==> config.mk <==
export PLATFORM = sky130hd
export DESIGN_NAME = ecc_ram_bist
export DESIGN_NICKNAME = d
export VERILOG_FILES = /design/src/rtl/ecc_ram_pkg.sv /design/src/rtl/ecc_ram_enc.sv /design/src/rtl/ecc_ram_dec.sv /design/src/rtl/ecc_ram_array.sv /design/src/rtl/ecc_ram_bist_ctl.sv /design/src/rtl/ecc_ram_bist.sv
export SDC_FILE = /design/constraint.sdc
export NUM_CORES = 1
export LEC_CHECK = 0
export BUFFER_PORTS_ARGS = -buffer_cell sky130_fd_sc_hd__buf_2
export CAP_MARGIN = 15
export CORE_MARGIN = 8
export CORE_UTILIZATION = 40
export DETAILED_ROUTE_END_ITERATION = 10
export PLACE_DENSITY = 0.64
export SLEW_MARGIN = 20
export SYNTH_ARGS = -nofsm -noshare
export SYNTH_HDL_FRONTEND = slang
export SYNTH_SLANG_ARGS = --single-unit
==> constraint.sdc <==
create_clock -name clk -period 8.9 [get_ports clk]
set_input_delay 0.445 -clock clk [delete_from_list [all_inputs] [get_ports clk]]
set_output_delay 0.445 -clock clk [all_outputs]
set_load 0.01 [all_outputs]
==> src/rtl/ecc_ram_pkg.sv <==
`timescale 1ns/1ps
// Package: shared helpers and types for the protected RAM.
// Assumes positive widths; parity count follows the Hamming bound.
package ecc_ram_pkg;

    // Smallest parity count p with 2^p >= data + p + 1.
    function automatic int par_bits(input int data_w);
        int p;
        p = 1;
        while ((1 << p) < (data_w + p + 1)) p++;
        return p;
    endfunction

    // True when v (>0) is a power of two, i.e. a check-bit position.
    function automatic logic is_pow2(input int v);
        return (v & (v - 1)) == 0;
    endfunction

    typedef enum logic [2:0] {
        ST_IDLE,
        ST_WRITE,
        ST_RD_ISSUE,
        ST_RD_CHECK,
        ST_FL_ISSUE,
        ST_FL_CHECK,
        ST_FINISH
    } bist_state_e;

endpackage

==> src/rtl/ecc_ram_enc.sv <==
`timescale 1ns/1ps
// Encoder: builds an extended Hamming codeword from a data word.
// Position 0 holds overall parity, positions 2^k hold check bits,
// data fills the remaining positions in ascending order. Purely combinational.
module ecc_ram_enc #(
    parameter int DATA_W = 16,
    localparam int PAR_W = ecc_ram_pkg::par_bits(DATA_W),
    localparam int CW_W  = DATA_W + PAR_W + 1
) (
    input  logic [DATA_W-1:0] data_i,
    output logic [CW_W-1:0]   cw_o
);
    import ecc_ram_pkg::*;

    // Spread data, then compute check bits and overall parity.
    always_comb begin
        logic [CW_W-1:0] cw;
        int   k;
        logic acc;
        cw = '0;
        k  = 0;
        for (int pos = 1; pos < CW_W; pos++) begin
            if (!is_pow2(pos)) begin
                cw[pos] = data_i[k];
                k++;
            end
        end
        for (int b = 0; b < PAR_W; b++) begin
            acc = 1'b0;
            for (int pos = 1; pos < CW_W; pos++) begin
                if (((pos >> b) & 1) == 1 && !is_pow2(pos)) acc ^= cw[pos];
            end
            cw[1 << b] = acc;
        end
        cw[0] = ^cw[CW_W-1:1];
        cw_o  = cw;
    end

endmodule

==> src/rtl/ecc_ram_dec.sv <==
`timescale 1ns/1ps
// Decoder: computes syndrome and overall parity of a codeword, repairs a
// single flipped bit and flags double errors. Purely combinational.
// Assumes the layout produced by ecc_ram_enc.
module ecc_ram_dec #(
    parameter int DATA_W = 16,
    localparam int PAR_W = ecc_ram_pkg::par_bits(DATA_W),
    localparam int CW_W  = DATA_W + PAR_W + 1
) (
    input  logic [CW_W-1:0]   cw_i,
    output logic [DATA_W-1:0] data_o,
    output logic              corr_o,
    output logic              uncorr_o
);
    import ecc_ram_pkg::*;

    logic [PAR_W-1:0] syn;
    logic             odd;
    logic             fixable;

    // Syndrome is the XOR of the indices of all set bits.
    always_comb begin
        syn = '0;
        for (int pos = 1; pos < CW_W; pos++) begin
            if (cw_i[pos]) syn ^= PAR_W'(pos);
        end
        odd = ^cw_i;
    end

    // Classify: odd weight with an in-range syndrome is one repairable flip.
    always_comb begin
        fixable  = odd && (int'(syn) < CW_W);
        corr_o   = fixable;
        uncorr_o = (!odd && (syn != '0)) || (odd && (int'(syn) >= CW_W));
    end

    // Extract data, inverting the bit the syndrome points at.
    always_comb begin
        int k;
        k = 0;
        data_o = '0;
        for (int pos = 1; pos < CW_W; pos++) begin
            if (!is_pow2(pos)) begin
                data_o[k] = cw_i[pos] ^ (fixable && (int'(syn) == pos));
                k++;
            end
        end
    end

endmodule

==> src/rtl/ecc_ram_array.sv <==
`timescale 1ns/1ps
// Generic synchronous single-port memory, one-cycle read latency.
// Contents are not reset; read data holds until the next read.
module ecc_ram_array #(
    parameter int WORD_W = 22,
    parameter int ADDR_W = 5,
    localparam int DEPTH = 1 << ADDR_W
) (
    input  logic              clk,
    input  logic              en_i,
    input  logic              we_i,
    input  logic [ADDR_W-1:0] addr_i,
    input  logic [WORD_W-1:0] wdata_i,
    output logic [WORD_W-1:0] rdata_o
);
    logic [WORD_W-1:0] mem [DEPTH];

    // Write or read one word per enabled cycle.
    always_ff @(posedge clk) begin
        if (en_i) begin
            if (we_i) mem[addr_i] <= wdata_i;
            else      rdata_o     <= mem[addr_i];
        end
    end

endmodule

==> src/rtl/ecc_ram_bist_ctl.sv <==
`timescale 1ns/1ps
// Self-test sequencer: writes an address-keyed pattern to every word,
// then per address does a clean read and a read with one forced bit flip
// at the decoder input. Any mismatch clears the pass result.
// Assumes the memory has one-cycle read latency and the decoder is combinational.
module ecc_ram_bist_ctl #(
    parameter int DATA_W = 16,
    parameter int ADDR_W = 5,
    parameter int CW_W   = 22,
    localparam int FLIP_W = $clog2(CW_W)
) (
    input  logic              clk,
    input  logic              rst_n,
    input  logic              start_i,
    output logic              busy_o,
    output logic              end_o,
    output logic              done_o,
    output logic              pass_o,
    output logic              ram_en_o,
    output logic              ram_we_o,
    output logic [ADDR_W-1:0] ram_addr_o,
    output logic [DATA_W-1:0] wdata_o,
    output logic [CW_W-1:0]   flip_o,
    input  logic [DATA_W-1:0] dec_data_i,
    input  logic              dec_corr_i,
    input  logic              dec_uncorr_i
);
    import ecc_ram_pkg::*;

    bist_state_e        state_q;
    logic [ADDR_W-1:0]  addr_q;
    logic [FLIP_W-1:0]  flip_q;
    logic               fail_q;
    logic               done_q;
    logic               pass_q;
    logic [DATA_W-1:0]  pat;
    logic               last_addr;
    logic               chk_ok;

    // Pattern bit i = address bit (i mod ADDR_W) inverted on odd i.
    always_comb begin
        for (int i = 0; i < DATA_W; i++) begin
            pat[i] = addr_q[i % ADDR_W] ^ ((i % 2) == 1);
        end
    end

    // Forced single-bit flip only in the second-read check cycle.
    always_comb begin
        for (int b = 0; b < CW_W; b++) begin
            flip_o[b] = (state_q == ST_FL_CHECK) && (flip_q == FLIP_W'(b));
        end
    end

    // Compare decoder output against the expectation for this phase.
    always_comb begin
        if (state_q == ST_FL_CHECK)
            chk_ok = (dec_data_i == pat) && dec_corr_i && !dec_uncorr_i;
        else
            chk_ok = (dec_data_i == pat) && !dec_corr_i && !dec_uncorr_i;
    end

    assign last_addr  = &addr_q;
    assign busy_o     = (state_q != ST_IDLE);
    assign end_o      = (state_q == ST_FINISH);
    assign done_o     = done_q;
    assign pass_o     = pass_q;
    assign ram_en_o   = (state_q == ST_WRITE) || (state_q == ST_RD_ISSUE)
                        || (state_q == ST_FL_ISSUE);
    assign ram_we_o   = (state_q == ST_WRITE);
    assign ram_addr_o = addr_q;
    assign wdata_o    = pat;

    // Sequence the write sweep, the double read sweep and the result.
    always_ff @(posedge clk) begin
        if (!rst_n) begin
            state_q <= ST_IDLE;
            addr_q  <= '0;
            flip_q  <= '0;
            fail_q  <= 1'b0;
            done_q  <= 1'b0;
            pass_q  <= 1'b0;
        end else begin
            case (state_q)
                ST_IDLE: begin
                    if (start_i) begin
                        state_q <= ST_WRITE;
                        addr_q  <= '0;
                        flip_q  <= '0;
                        fail_q  <= 1'b0;
                        done_q  <= 1'b0;
                        pass_q  <= 1'b0;
                    end
                end
                ST_WRITE: begin
                    addr_q <= addr_q + 1'b1;
                    if (last_addr) state_q <= ST_RD_ISSUE;
                end
                ST_RD_ISSUE: state_q <= ST_RD_CHECK;
                ST_RD_CHECK: begin
                    if (!chk_ok) fail_q <= 1'b1;
                    state_q <= ST_FL_ISSUE;
                end
                ST_FL_ISSUE: state_q <= ST_FL_CHECK;
                ST_FL_CHECK: begin
                    if (!chk_ok) fail_q <= 1'b1;
                    flip_q <= (flip_q == FLIP_W'(CW_W - 1)) ? '0 : flip_q + 1'b1;
                    addr_q <= addr_q + 1'b1;
                    state_q <= last_addr ? ST_FINISH : ST_RD_ISSUE;
                end
                ST_FINISH: begin
                    done_q  <= 1'b1;
                    pass_q  <= !fail_q;
                    state_q <= ST_IDLE;
                end
                default: state_q <= ST_IDLE;
            endcase
        end
    end

    AST_END_RELEASES_BUSY: assert property (@(posedge clk) disable iff (!rst_n)
        end_o |=> (!busy_o && done_o));
    AST_END_SINGLE_CYCLE: assert property (@(posedge clk) disable iff (!rst_n)
        end_o |=> !end_o);
    AST_RUN_NOT_RESTARTED: assert property (@(posedge clk) disable iff (!rst_n)
        (busy_o && !end_o) |=> busy_o);
    AST_FLIP_AT_MOST_ONE: assert property (@(posedge clk) disable iff (!rst_n)
        $onehot0(flip_o));

endmodule

==> src/rtl/ecc_ram_bist.sv <==
`timescale 1ns/1ps
// Top: Hamming-protected single-port RAM with self-test and a small
// register port (status, write injection mask, last encoded codeword).
// Assumes one request per cycle; requests are dropped while self-test runs.
module ecc_ram_bist #(
    parameter int DATA_W = 16,
    parameter int ADDR_W = 5,
    localparam int PAR_W = ecc_ram_pkg::par_bits(DATA_W),
    localparam int CW_W  = DATA_W + PAR_W + 1
) (
    input  logic              clk,
    input  logic              rst_n,
    input  logic              req_valid,
    input  logic              req_we,
    input  logic [ADDR_W-1:0] req_addr,
    input  logic [DATA_W-1:0] req_wdata,
    output logic              rd_valid,
    output logic [DATA_W-1:0] rd_data,
    output logic              rd_corr_err,
    output logic              rd_uncorr_err,
    input  logic              reg_wr,
    input  logic [1:0]        reg_sel,
    input  logic [CW_W-1:0]   reg_wdata,
    output logic [CW_W-1:0]   reg_rdata,
    input  logic              bist_start,
    output logic              bist_busy,
    output logic              bist_end,
    output logic              bist_done,
    output logic              bist_pass
);
    logic              start_req;
    logic              host_acc;
    logic              rd_valid_q;
    logic [CW_W-1:0]   inj_mask_q;
    logic [CW_W-1:0]   last_cw_q;
    logic              b_en, b_we;
    logic [ADDR_W-1:0] b_addr;
    logic [DATA_W-1:0] b_wdata;
    logic [CW_W-1:0]   b_flip;
    logic [DATA_W-1:0] enc_in;
    logic [CW_W-1:0]   enc_cw;
    logic              ram_en, ram_we;
    logic [ADDR_W-1:0] ram_addr;
    logic [CW_W-1:0]   ram_wdata, ram_rdata;
    logic [DATA_W-1:0] dec_data;
    logic              dec_corr, dec_uncorr;

    assign start_req = bist_start || (reg_wr && (reg_sel == 2'd0) && reg_wdata[0]);
    assign host_acc  = req_valid && !bist_busy;

    ecc_ram_bist_ctl #(.DATA_W(DATA_W), .ADDR_W(ADDR_W), .CW_W(CW_W)) ctl_i (
        .clk(clk), .rst_n(rst_n), .start_i(start_req),
        .busy_o(bist_busy), .end_o(bist_end), .done_o(bist_done), .pass_o(bist_pass),
        .ram_en_o(b_en), .ram_we_o(b_we), .ram_addr_o(b_addr), .wdata_o(b_wdata),
        .flip_o(b_flip), .dec_data_i(dec_data), .dec_corr_i(dec_corr),
        .dec_uncorr_i(dec_uncorr)
    );

    // One shared encoder: self-test owns it while busy.
    assign enc_in = bist_busy ? b_wdata : req_wdata;

    ecc_ram_enc #(.DATA_W(DATA_W)) enc_i (.data_i(enc_in), .cw_o(enc_cw));

    // Memory port mux between host and self-test; mask hits host writes only.
    always_comb begin
        if (bist_busy) begin
            ram_en    = b_en;
            ram_we    = b_we;
            ram_addr  = b_addr;
            ram_wdata = enc_cw;
        end else begin
            ram_en    = host_acc;
            ram_we    = req_we;
            ram_addr  = req_addr;
            ram_wdata = enc_cw ^ inj_mask_q;
        end
    end

    ecc_ram_array #(.WORD_W(CW_W), .ADDR_W(ADDR_W)) mem_i (
        .clk(clk), .en_i(ram_en), .we_i(ram_we), .addr_i(ram_addr),
        .wdata_i(ram_wdata), .rdata_o(ram_rdata)
    );

    ecc_ram_dec #(.DATA_W(DATA_W)) dec_i (
        .cw_i(ram_rdata ^ b_flip), .data_o(dec_data),
        .corr_o(dec_corr), .uncorr_o(dec_uncorr)
    );

    // Track read latency, injection mask and last encoded host write.
    always_ff @(posedge clk) begin
        if (!rst_n) begin
            rd_valid_q <= 1'b0;
            inj_mask_q <= '0;
            last_cw_q  <= '0;
        end else begin
            rd_valid_q <= host_acc && !req_we;
            if (reg_wr && (reg_sel == 2'd1)) inj_mask_q <= reg_wdata;
            if (host_acc && req_we) last_cw_q <= enc_cw;
        end
    end

    assign rd_valid      = rd_valid_q;
    assign rd_data       = dec_data;
    assign rd_corr_err   = rd_valid_q && dec_corr;
    assign rd_uncorr_err = rd_valid_q && dec_uncorr;

    // Register read mux.
    always_comb begin
        case (reg_sel)
            2'd0:    reg_rdata = CW_W'({bist_pass, bist_done, bist_busy});
            2'd1:    reg_rdata = inj_mask_q;
            2'd2:    reg_rdata = last_cw_q;
            default: reg_rdata = '0;
        endcase
    end

    AST_NO_READ_WHEN_BUSY: assert property (@(posedge clk) disable iff (!rst_n)
        bist_busy |=> !rd_valid);
    AST_READ_LATENCY: assert property (@(posedge clk) disable iff (!rst_n)
        (req_valid && !req_we && !bist_busy) |=> rd_valid);
    AST_FLAGS_EXCLUSIVE: assert property (@(posedge clk) disable iff (!rst_n)
        !(rd_corr_err && rd_uncorr_err));
    AST_PASS_NEEDS_DONE: assert property (@(posedge clk) disable iff (!rst_n)
        bist_pass |-> bist_done);

endmodule

==> impl_results.md <==
* Status: finished clean
* Post-detail-place hpwl at slightly above 50000 um
* Rel. slew slack at between 20% and 30%
* Row cnt at around 100
* Root Driver: clkbuf_16
* Die height at about 300 um
* Cell count after placement at between 2000 and 3000
* Clock skew at roughly 0.025 ns
* Worst-margin pin slew at roughly 1.1 ns
* Cell area after layout at between 30000 and 40000 um^2
* Starting density of the core at 40.3%
* Clk sinks at roughly 790
* MaxCap Viol Count at 0
* Final Slew Violations at 0
* Synth Flop Type: edfxtp_1
* Avg Cell Area, Syn at 18.0 um^2
* Min Tclk post-route at between 4 and 5 ns
* Total GRT Usage at a little under a fifth
* Reg clk slew, reported paths at approximately 0.060 ns
* Fillers at between 6000 and 7000
* Gr ovfl total at 0
* Total power per unit cell area at between 200 and 250 nW/um^2
* Post-CTS Resized at 0
* N_diodes at 0
* CP max FO at 60
* Cts bufs inserted at a little over 80
* Setup TNS at 0 ns
* WL final at between 80000 and 90000 um
* DIE AREA at roughly 90000 um^2
* # nets final at around 2000
* Antenna Nets Post-Route at 0
* Share of layout cells above drive strength 1 at approximately 27%
* Count leader, synth: edfxtp_1
* Hold WC Path Type: input port to flip-flop
* Mapped Cells at roughly 1800
* Crit path kind: flip-flop to flip-flop
* WL/cell at between 20 and 30 um
* I/O pin cnt at 96
* Critical Path AT at approximately 5.1 ns
* WP data required at between 9 and 10 ns
* CTS tree: built
* Sequential area share after synthesis at between 70% and 80%
* Fin cells at between 3000 and 4000
* Final hold violation count at 0
* Most frequent cells after synthesis: edfxtp_1 (726), mux4_2 (176), nand2_1 (124)
* Area grow syn2layout at 16.0%
* Number of synthesis warnings at 0
* Mapped Area at around 32000 um^2
* RePlAce Congestion at between 0.8 and 0.9
* First-pass GRT wire length at around 130000 um
* Syn Nets at approximately 1800
* Initial DRC count at 1865
* First-pass detailed-route iteration total at 5
* Setup violation total in the final timing report at 0
* Largest net degree at the start of global routing at 92
* #FFs+latches synth at between 700 and 800
* Core area at ~80000 um^2
* Post-synth top area cell: edfxtp_1
* Fmax at about 210 MHz
* Number of enable flip-flop cells after synthesis at 726
* Setup repair bufs after CTS at 0
* Cts hold-fix bufs at 0
* Number of H-tree levels at 3
* Routed vias/inst at just under 6
* VDD IR max at about 0.00018 V
* Unrepaired setup endpoints after global routing: false
* Ranking of synthesized cells by area: edfxtp_1 (68%), mux4_2 (12%), dfxtp_1 (3.8%)
* Clock Tree Buf Depth at 3
* Port bufs at 95
* Detailed-route DRC error count at 0
* Via count at 17800
* Worst-Skew Late Latency at between 0.6 and 0.7 ns
* Async SR Flop Fraction at 0%
* CP startpoint kind: flip-flop
* Area after DPL at approximately 35000 um^2
* Synth cell types at between 60 and 70
* Area share of the largest cell type after synthesis at 67.6%
* Initial antenna violation count at 1
* CP Capture Type: flip-flop
* Leak at 11.9 nW
* Die Width at 300 um
* Period utilisation layout at between 50% and 60%
* Number of global-route vias before repair at around 18000
[logic make-up (layout without fill, tap and decap cells)]
group | after synthesis | after routing | share of synthesized area (%)
and+or+nand+nor | 316 | 316 | 4.78
adders and majority gates | 7 | 7 | 0.271
muxes | 187 | 187 | 12.6
buffers and inverters | 112 | 318 | 1.37
DFF | 787 | 787 | 71.4
AOI/OAI and AO/OA | 236 | 236 | 5.15
xor gates and xnor gates | 145 | 145 | 4.44
[layout by cell type (no fill, tap or decap), types with 10 or more instances in the layout]
master / count
edfxtp_1: 726
mux4_2: 176
nand2_1: 124
buf_2: 95
xnor2_1: 87
a22oi_1: 84
clkbuf_16: 82
dfxtp_1: 61
buf_4: 55
a21boi_0: 44
xor2_1: 41
nor2_4: 32
nor2_1: 25
o21ai_0: 22
a22o_1: 19
nand4_1: 18
and3_1: 17
a21oi_1: 16
nand3_1: 16
clkinv_1: 16
clkinv_2: 16
inv_1: 15
nor3_1: 12
bufinv_16: 12
nor2b_1: 11
mux2i_1: 11
a21oi_2: 11
and2_1: 10
clkbuf_1: 10
[path summary, 6_finish.rpt]
check | startpoint | endpoint | slack, ns | cells after the start
setup / recovery | ctl_i.state_q[2] | mem_i.mem[18][11] | 4.10 | 7
hold / removal | reg_wdata[5] | inj_mask_q[5] | 0.07 | 3
setup reg to reg | ctl_i.state_q[2] | mem_i.mem[18][11] | 4.10 | 7
hold reg to reg | last_cw_q[12] | last_cw_q[12] | 0.47 | 2
[sequential cells by signal (all words and copies together), names as in the netlist]
name and flops:
ctl_i.pass_o 1, ctl_i.state_q 3, ctl_i.fail_q 1, inj_mask_q 22
ctl_i.flip_q 5, rd_valid 1, last_cw_q 22, mem_i.mem 704
mem_i.rdata_o 22, ctl_i.ram_addr_o 5, ctl_i.done_o 1
[metal layers]
metal	share of wire (%)	wire (um)	GRT usage [%]
met1	39	34500	25.7
met2	47	40900	29.9
met3	10	8850	5.03
met4	3.5	3090	6.75
met5	0.015	13	0
[report_power, final]
group          switching (mW)  internal [mW]  leakage (nW)
sequential             0.0360           4.29          7.03
combinational           0.701          0.382          3.48
clock                    1.45           2.07          1.35
total                    2.18           6.74          11.9
[critical path: stages (launching register included)]
cell and delay, ns:
dfxtp_1 0.71, nor3_2 0.11, buf_4 0.34, nor2_1 0.50
a21o_4 0.75, nand3_1 0.83, nor2_4 0.71, buf_4 0.45
[stage by stage]
step	hold slack (ns)	utilization, %	worst slack (ns)	power, mW
floorplan	0.443	-	5.01	5.08
global placement	0.454	43.0	4.22	5.44
detailed placement	0.460	43.2	4.07	5.48
CTS	0.0367	46.6	4.03	8.96
global route	0.0576	46.7	3.79	9.18
finish	0.0694	46.7	4.10	8.92
[final cells by class]
class,instances,area [um^2],area share (%)
Clock inverter,54,657,1.76
Tap cell,1060,1330,3.55
Sequential cell,787,23000,61.5
Multi-Input combinational cell,891,9240,24.7
Timing Repair Buffer,155,998,2.67
Clock buffer,93,2100,5.62
Inverter,16,60.1,0.161
(Power assumes the default switching activity.)
